===== src/rtl/des_keygen_pkg.sv =====
package des_keygen_pkg;
  localparam int KEY_W   = 64;
  localparam int CD_W    = 56;
  localparam int HALF_W  = CD_W / 2;
  localparam int SUB_W   = 48;
  localparam int ROUNDS  = 16;
  localparam int CNT_W   = $clog2(ROUNDS + 1);

  typedef struct packed {
    logic load;
    logic advance;
    logic reverse;
    logic twoPlaces;
  } keyCtl_t;

  localparam int SEL56 [CD_W] = '{
    57,49,41,33,25,17,9,1,58,50,42,34,26,18,
    10,2,59,51,43,35,27,19,11,3,60,52,44,36,
    63,55,47,39,31,23,15,7,62,54,46,38,30,22,
    14,6,61,53,45,37,29,21,13,5,28,20,12,4};

  localparam int SEL48 [SUB_W] = '{
    14,17,11,24,1,5,3,28,15,6,21,10,
    23,19,12,4,26,8,16,7,27,20,13,2,
    41,52,31,37,47,55,30,40,51,45,33,48,
    44,49,39,56,34,53,46,42,50,36,29,32};

  function automatic logic [CD_W-1:0] reduceKey(input logic [KEY_W-1:0] k);
    logic [CD_W-1:0] o;
    for (int i = 0; i < CD_W; i++) o[CD_W-1-i] = k[KEY_W-SEL56[i]];
    return o;
  endfunction

  function automatic logic [SUB_W-1:0] compressKey(input logic [CD_W-1:0] cd);
    logic [SUB_W-1:0] o;
    for (int i = 0; i < SUB_W; i++) o[SUB_W-1-i] = cd[CD_W-SEL48[i]];
    return o;
  endfunction

  function automatic logic [HALF_W-1:0] rotHalf(input logic [HALF_W-1:0] h,
                                                input logic two, input logic right);
    logic [HALF_W-1:0] o;
    if (right) o = two ? {h[1:0], h[HALF_W-1:2]} : {h[0], h[HALF_W-1:1]};
    else       o = two ? {h[HALF_W-3:0], h[HALF_W-1:HALF_W-2]}
                       : {h[HALF_W-2:0], h[HALF_W-1]};
    return o;
  endfunction

  function automatic logic singleShift(input int unsigned r);
    return (r == 1) || (r == 2) || (r == 9) || (r == ROUNDS);
  endfunction
endpackage


===== src/rtl/des_keygen_ctrl.sv =====
module des_keygen_ctrl
  import des_keygen_pkg::*;
(
  input  logic    clk,
  input  logic    rst_n,
  input  logic    loadKey,
  input  logic    stepKey,
  input  logic    dirIn,
  output keyCtl_t ctl,
  output logic    keyDone
);
  logic [CNT_W-1:0] stepCnt;
  logic             reverseQ;
  logic             atEnd;
  int unsigned      roundIdx;

  assign atEnd = (stepCnt == CNT_W'(ROUNDS));

  always_comb begin
    roundIdx = reverseQ ? (ROUNDS - int'(stepCnt)) : (int'(stepCnt) + 1);
    ctl.load      = loadKey;
    ctl.advance   = stepKey && !loadKey && !atEnd;
    ctl.reverse   = reverseQ;
    ctl.twoPlaces = !singleShift(roundIdx);
  end

  always_ff @(posedge clk or negedge rst_n) begin
    if (!rst_n) begin
      stepCnt  <= '0;
      reverseQ <= 1'b0;
    end else if (loadKey) begin
      stepCnt  <= '0;
      reverseQ <= dirIn;
    end else if (ctl.advance) begin
      stepCnt  <= stepCnt + 1'b1;
    end
  end

  assign keyDone = atEnd;
endmodule


===== src/rtl/des_keygen_dp.sv =====
module des_keygen_dp
  import des_keygen_pkg::*;
(
  input  logic             clk,
  input  logic             rst_n,
  input  keyCtl_t          ctl,
  input  logic [KEY_W-1:0] keyIn,
  output logic [SUB_W-1:0] subKey
);
  logic [HALF_W-1:0] cHalf, dHalf;
  logic [HALF_W-1:0] cNext, dNext;

  always_comb begin
    cNext = rotHalf(cHalf, ctl.twoPlaces, ctl.reverse);
    dNext = rotHalf(dHalf, ctl.twoPlaces, ctl.reverse);
  end

  always_ff @(posedge clk or negedge rst_n) begin
    if (!rst_n) begin
      cHalf  <= '0;
      dHalf  <= '0;
      subKey <= '0;
    end else if (ctl.load) begin
      {cHalf, dHalf} <= reduceKey(keyIn);
      subKey         <= '0;
    end else if (ctl.advance) begin
      cHalf  <= cNext;
      dHalf  <= dNext;
      subKey <= ctl.reverse ? compressKey({cHalf, dHalf})
                            : compressKey({cNext, dNext});
    end
  end
endmodule


===== src/rtl/des_keygen.sv =====
module des_keygen
  import des_keygen_pkg::*;
(
  input  logic        clk,
  input  logic        rst_n,
  input  logic        loadKey,
  input  logic        stepKey,
  input  logic        dirIn,
  input  logic [63:0] keyIn,
  output logic [47:0] subKey,
  output logic        keyDone
);
  keyCtl_t ctl;

  des_keygen_ctrl u_ctrl (
    .clk(clk), .rst_n(rst_n), .loadKey(loadKey), .stepKey(stepKey),
    .dirIn(dirIn), .ctl(ctl), .keyDone(keyDone)
  );

  des_keygen_dp u_dp (
    .clk(clk), .rst_n(rst_n), .ctl(ctl), .keyIn(keyIn), .subKey(subKey)
  );
endmodule


===== config.mk =====
export PLATFORM = sky130hd
export DESIGN_NAME = des_keygen
export DESIGN_NICKNAME = d
export VERILOG_FILES = /design/src/rtl/des_keygen_pkg.sv /design/src/rtl/des_keygen_ctrl.sv /design/src/rtl/des_keygen_dp.sv /design/src/rtl/des_keygen.sv
export SDC_FILE = /design/constraint.sdc
export NUM_CORES = 1
export LEC_CHECK = 0
export BUFFER_PORTS_ARGS = -buffer_cell sky130_fd_sc_hd__buf_2
export CAP_MARGIN = 10
export CORE_MARGIN = 1.5
export CORE_UTILIZATION = 45
export DETAILED_ROUTE_END_ITERATION = 12
export HOLD_SLACK_MARGIN = 0.15
export PLACE_DENSITY_LB_ADDON = 0.25
export SYNTH_ARGS = -nofsm -noshare
export SYNTH_HDL_FRONTEND = slang
export SYNTH_SLANG_ARGS = --single-unit

===== constraint.sdc =====
create_clock -name clk -period 3.8 [get_ports clk]
set_input_delay 0.19 -clock clk [delete_from_list [all_inputs] [get_ports clk]]
set_output_delay 0.19 -clock clk [all_outputs]
set_load 0.005 [all_outputs]

### After elaboration in Yosys (flattened, before gate mapping)

Index checks and enable logic that the tools add are counted.

* input bits: 69
* output and inout bits: 49
* word-level logic and storage cells: 37
* flip-flop bits (word level): 110

* reduce and logical (&&, ||, !) cells: 8
* multiplexer cells: 16
* equality and inequality tests: 5
* add/subtract/negate cells: 3

Operator list (number)
* 28-bit two-way mux: 10
* 48-bit two-way mux: 3
* 32-bit by 1-bit equality test with 1-bit output, second input constant: 1
* 32-bit by 2-bit equality test with 1-bit output, second input constant: 1
* 32-bit by 4-bit equality test with 1-bit output, second input constant: 1
* 32-bit by 5-bit equality test with 1-bit output, second input constant: 1
* 32-bit two-way mux: 1
* 5-bit two-way mux: 2
* 5-bit by 1-bit adder with 6-bit output, second input constant: 1
* 5-bit by 5-bit subtractor with 6-bit output, first input constant: 1
* 5-bit by 1-bit adder with 5-bit output, second input constant: 1
* 5-bit equality test, second input constant: 1
* 1-bit logical OR: 3
* 1-bit logical AND: 2
* 1-bit zero test: 2
* 2-bit nonzero test: 1

### Longest topological paths before layout

* word-level depth: 11
* gate-level depth with buffers: 14
* gate-level depth less buffers: 10

### Hierarchy

From an unflattened synthesis, not the netlist that was laid out.

* cells, all modules: 635
* area total of the unflattened synthesis: 7319.5 µm²

By module, submodules not included
* des_keygen_dp: area each 6790.3 µm², instances 1, cells each 574, sequential area each 2602.5 µm²
* des_keygen_ctrl: area each 529.3 µm², instances 1, cells each 61, sequential area each 150.1 µm²

### Worst setup path after synthesis

Ideal clock, no wire load.

* path type: register to register
* start: reg u_ctrl.stepCnt[0]
* end: reg u_dp.cHalf[2]
* clock period less this slack: 3009 ps
* data arrival time: 2885 ps
* required time: 3676 ps
* path buffers: 3
* cell stages (with the launch flop): 14
* setup time: 124 ps
* slack: 791 ps
* cells stage by stage: dfrtp_1 > buf_2 > inv_1 > ha_1 > nor3b_1 > ha_1 > xor2_1 > a22o_1 > o32a_1 > buf_4 > nand3_4 > buf_6 > mux2_4 > a211o_1

* cells in the longest elaborated chain, start to end: 10
* elaborated cells on any way between the ends: 19
* classes of those cells: add/sub: 2; eq/ne: 5; mux: 6; reduce/logical: 6

Ends and longest elaborated chain
* start, declared: RTL line des_keygen_ctrl.sv:12 `logic [CNT_W-1:0] stepCnt;`
* start signal, assigned: RTL line des_keygen_ctrl.sv:35 `stepCnt <= stepCnt + 1'b1;`
* 5-bit by 1-bit adder with 6-bit output / 5-bit by 5-bit subtractor with 6-bit output (equally long branches): RTL line des_keygen_ctrl.sv:20 `roundIdx = reverseQ ? (ROUNDS - int'(stepCnt)) : (int'(stepCnt) + 1);`
* 32-bit two-way mux: RTL line des_keygen_ctrl.sv:20
* 32-bit by 1-bit equality test with 1-bit output / 32-bit by 2-bit equality test with 1-bit output (equally long branches): RTL line des_keygen_pkg.sv:50 `return (r == 1) || (r == 2) || (r == 9) || (r == ROUNDS);`
* 1-bit logical OR (3 in series): RTL line des_keygen_pkg.sv:50
* 28-bit two-way mux, on equally long branches: RTL line des_keygen_pkg.sv:44, des_keygen_pkg.sv:43
* 28-bit two-way mux: RTL line des_keygen_pkg.sv:43 `if (right) o = two ? {h[1:0], h[HALF_W-1:2]} : {h[0], h[HALF_W-1:1]};`
* 28-bit two-way mux: RTL line des_keygen_dp.sv:26 `end else if (ctl.advance) begin`
* 28-bit two-way mux: RTL line des_keygen_dp.sv:23 `end else if (ctl.load) begin`
* end signal, assigned: RTL line des_keygen_dp.sv:24 `{cHalf, dHalf} <= reduceKey(keyIn);`
* end signal, assigned: RTL line des_keygen_dp.sv:27 `cHalf <= cNext;`
* end, declared: RTL line des_keygen_dp.sv:10 `logic [HALF_W-1:0] cHalf, dHalf;`

Parallel ways exist; a longest one is shown, timed or not. The select of a mux whose other input is x is not followed.
A chain may end at the register's enable or synchronous reset.

### Final worst setup path

* start: reg u_ctrl.stepCnt[1]
* end: reg u_dp.dHalf[17]

* cells in the longest elaborated chain, start to end: 10
* elaborated cells on any way between the ends: 19
* classes of those cells: add/sub: 2; eq/ne: 5; mux: 6; reduce/logical: 6

Ends and longest elaborated chain
* 5-bit by 1-bit adder with 6-bit output / 5-bit by 5-bit subtractor with 6-bit output (equally long branches): RTL line des_keygen_ctrl.sv:20
* 32-bit two-way mux: RTL line des_keygen_ctrl.sv:20
* 32-bit by 1-bit equality test with 1-bit output / 32-bit by 2-bit equality test with 1-bit output (equally long branches): RTL line des_keygen_pkg.sv:50
* 1-bit logical OR (3 in series): RTL line des_keygen_pkg.sv:50
* 28-bit two-way mux, on equally long branches: RTL line des_keygen_pkg.sv:44, des_keygen_pkg.sv:43
* 28-bit two-way mux: RTL line des_keygen_pkg.sv:43
* 28-bit two-way mux: RTL line des_keygen_dp.sv:26
* 28-bit two-way mux: RTL line des_keygen_dp.sv:23
* end signal, assigned: RTL line des_keygen_dp.sv:24
* end signal, assigned: RTL line des_keygen_dp.sv:28 `dHalf <= dNext;`
* end, declared: RTL line des_keygen_dp.sv:10

Parallel ways exist; a longest one is shown, timed or not. The select of a mux whose other input is x is not followed.

==> flow_summary.yaml <==
routing:
  wl_um: 21760
  met2_length_um: 10310
  drtAntennaViolNets: 0
  wl_per_cell_um: 19.34
  dr_wl_met3_um: 1271
  vias_per_cell: 6.091
  wl_met1_um: 9860
  topRoutingLayerUsed: "met4"
  drc: 0
  vias: 6852
  drt_iter0_drc: 638
  drt_first_pass_iters: 5
sta:
  slew_headroom_pct: 31.91
  worst_pin_slew_ns: 1.021
  fmax_ghz: 0.2971
  setup_viol_count_final: 0
  whs_ns: 0.2635
  tns_ns: 0
  fin_crit_sh_pct: 88.57
  maxSlewViolCount: 0
  rsz0062_at_grt: "no"
  final-hold-violation-count: 0
  finalCriticalPeriod_ns: 3.366
  fin_skew_ns: 0.009821
yosys:
  ys_types: 56
  ys_warn_count: 0
  syn_nets: 888
  seq_area_frac_synth_pct: 39.13
  ys.flop_type: "dfrtp_1"
  async_flop_share_pct: 100.0
  syn_area_per_cell_um2: 8.622
  synthCells: 816
  synth_common_cells: "110 x dfrtp_1, 86 x mux2i_1, 82 x nand2_1"
  synth_top_area_share_pct: 39.13
  ys_top_cells_by_area: "dfrtp_1 39%, mux2i_1 12%, o21ai_0 5.6%"
  syn-cell-area_um2: 7035
  synth_edf_count: 0
  yosysMostFrequentCell: "dfrtp_1"
  synth_top_area_cell: "dfrtp_1"
  ys_ff_latch: 110
place:
  dp_hpwl_um: 13540
  routabilityCongestion: 0.8488
  io_buffers: 109
critical_path:
  cp-startpoint: "u_ctrl.stepCnt[1]"
  r2r-start: "u_ctrl.stepCnt[1]"
  cp_max_fo: 52
  cp-start-kind: "register"
  cp_data_arrival_time_ns: 3.59
  required_ns: 4.02
  worst-setup-path-type: "reg2reg"
  end_kind: "register"
power:
  peakVddDrop_mv: 0.2919
  power_frac_comb_pct: 29.9
  power_switching_mw: 1.332
  p_clk_share_pct: 26.3
  seqPwrFrac_pct: 43.8
  swShare_pct: 35.73
  p_per_area_nw_per_um2: 443.9
  p_int_mw: 2.395
  power_leakage_nw: 3.871
global_route:
  gr-usage-all-layers_pct: 27.09
  antenna_found_initial: 0
  grt_overflow: 0
  grt_pass1_wl_um: 35160
  grt_max_degree: 74
  grt_pass1_vias: 6543
clocking:
  clock_path_buffers: 2
  cts_tree: "done"
  cts_root_buffer: "clkbuf_16"
  insertion_delay_ns: 0.36
  post_cts_buffers: 0
  clkTransAtPathRegs_ns: 0.07
  htree_levels: 3
  cts_buffers: 9
  clkSinkCount: 110
run:
  drv_cap: 0
final_layout:
  area_growth_pct: 19.33
  post-route-util_pct: 55.02
  layout-drive-gt1-share_pct: 18.27
  diodes: 0
  fin_nets: 983
floorplan:
  start_util_pct: 46.11
  die_h_um: 128.0
  dieArea_um2: 16390
  die-width_um: 128.0
  row_count: 45
  coreArea_um2: 15260
  boundaryPins: 118
worst_hold_path:
  hold_start: "keyIn[45]"
  min_path_type: "in2reg"
run_status:
  status: "finished, final reports clean"
-- timing repair --
item	4_1_cts	5_1_grt
endpoints found under the hold margin	106	0
hold buffers	36	0
gates resized for setup	0	0
-- sequential cells by signal, summed over array words and instances (netlist names) --
name	flops
u_dp.cHalf	28
u_ctrl.reverseQ	1
u_dp.dHalf	28
u_dp.subKey	48
u_ctrl.stepCnt	5
-- final timing paths --
path / endpoint / cells past startpoint / slack [ns]
worst max-delay path: u_dp.dHalf[17] / 11 / 0.43
worst min-delay path: u_dp.cHalf[6] / 4 / 0.26
worst max register to register: u_dp.dHalf[17] / 11 / 0.43
worst min register to register: u_dp.subKey[44] / 2 / 0.50
max in group asynchronous: u_dp.cHalf[15] / 3 / 2.34
min in group asynchronous: u_dp.cHalf[5] / 2 / 0.55
-- critical path: stages (launching register included) --
cell and delay, ns:
dfrtp_1 0.50, inv_1 0.08, ha_1 0.20, nor3b_1 0.14, ha_1 0.36, xor2_1 0.15, a22o_1 0.20, o32a_1 0.50
nand3_4 0.25, buf_12 0.35, mux2i_1 0.30, o221ai_1 0.15
-- metal layers --
metal / GRT usage (%) / vias to the layer above
met2: 44.12 / 268
met4: 7.799 / 0
met5: 0 / -
met1: 37.77 / 3363
met3: 3.756 / 21
li1: - / 3200
-- power groups by stage --
stage	clock network [mW]	logic, mW	registers (mW)
after detailed placement	0	1.08	1.64
after global routing	1.02	1.23	1.66
after floorplan	0	0.820	1.53
after CTS	0.991	1.11	1.62
after global placement	0	1.06	1.64
final	0.982	1.11	1.63
-- layout by cell type, fill, tap and decap left out, types with 3 or more instances in the layout --
cell type / count
a211oi_1: 3
a21oi_1: 69
a22oi_1: 45
a31oi_1: 34
and3_1: 6
buf_12: 5
buf_2: 107
buf_4: 22
clkbuf_16: 9
dfrtp_1: 110
dlygate4sd3_1: 36
ha_1: 3
inv_1: 27
mux2_2: 8
mux2i_1: 86
nand2_1: 82
nand3_1: 15
nand4_1: 4
nor2_1: 59
nor2_4: 3
nor4_1: 9
o21ai_0: 79
o221ai_1: 33
o31ai_1: 5
o32a_1: 7
xor2_1: 4
-- cell type report --
class	count	area [µm²]
Multi-Input combinational cell	593	3826
Inverter	27	101.3
Sequential cell	110	2753
Fill cell	1432	6863
Clock inverter	1	30.03
Tap cell	211	264.0
Clock buffer	13	260.3
Timing Repair Buffer	170	1161
-- stage by stage --
step                setup slack, ns  cell area, µm²  instances  power (mW)
floorplan                    0.7915            7036        816       2.347
global placement             0.5049            7745       1075       2.703
detailed placement           0.4797            7745       1075       2.720
CTS                          0.4596            8396       1125       3.724
global route                 0.2273            8396       1125       3.912
finish                       0.4344            8396       1125       3.727
-- cell families after synthesis --
| group | after synthesis | share of synthesized area, % |
|---|---|---|
| AND/OR/NAND/NOR | 197 | 12.45 |
| XOR/XNOR | 5 | 0.6224 |
| multiplexers | 95 | 13.73 |
| flip-flops | 110 | 39.13 |
| adder cells (fa/ha/maj) | 3 | 0.5336 |
| buffers and inverters | 113 | 6.918 |
| AO/OA/AOI/OAI | 293 | 26.62 |
No activity file was read; power rests on OpenSTA's default activity.
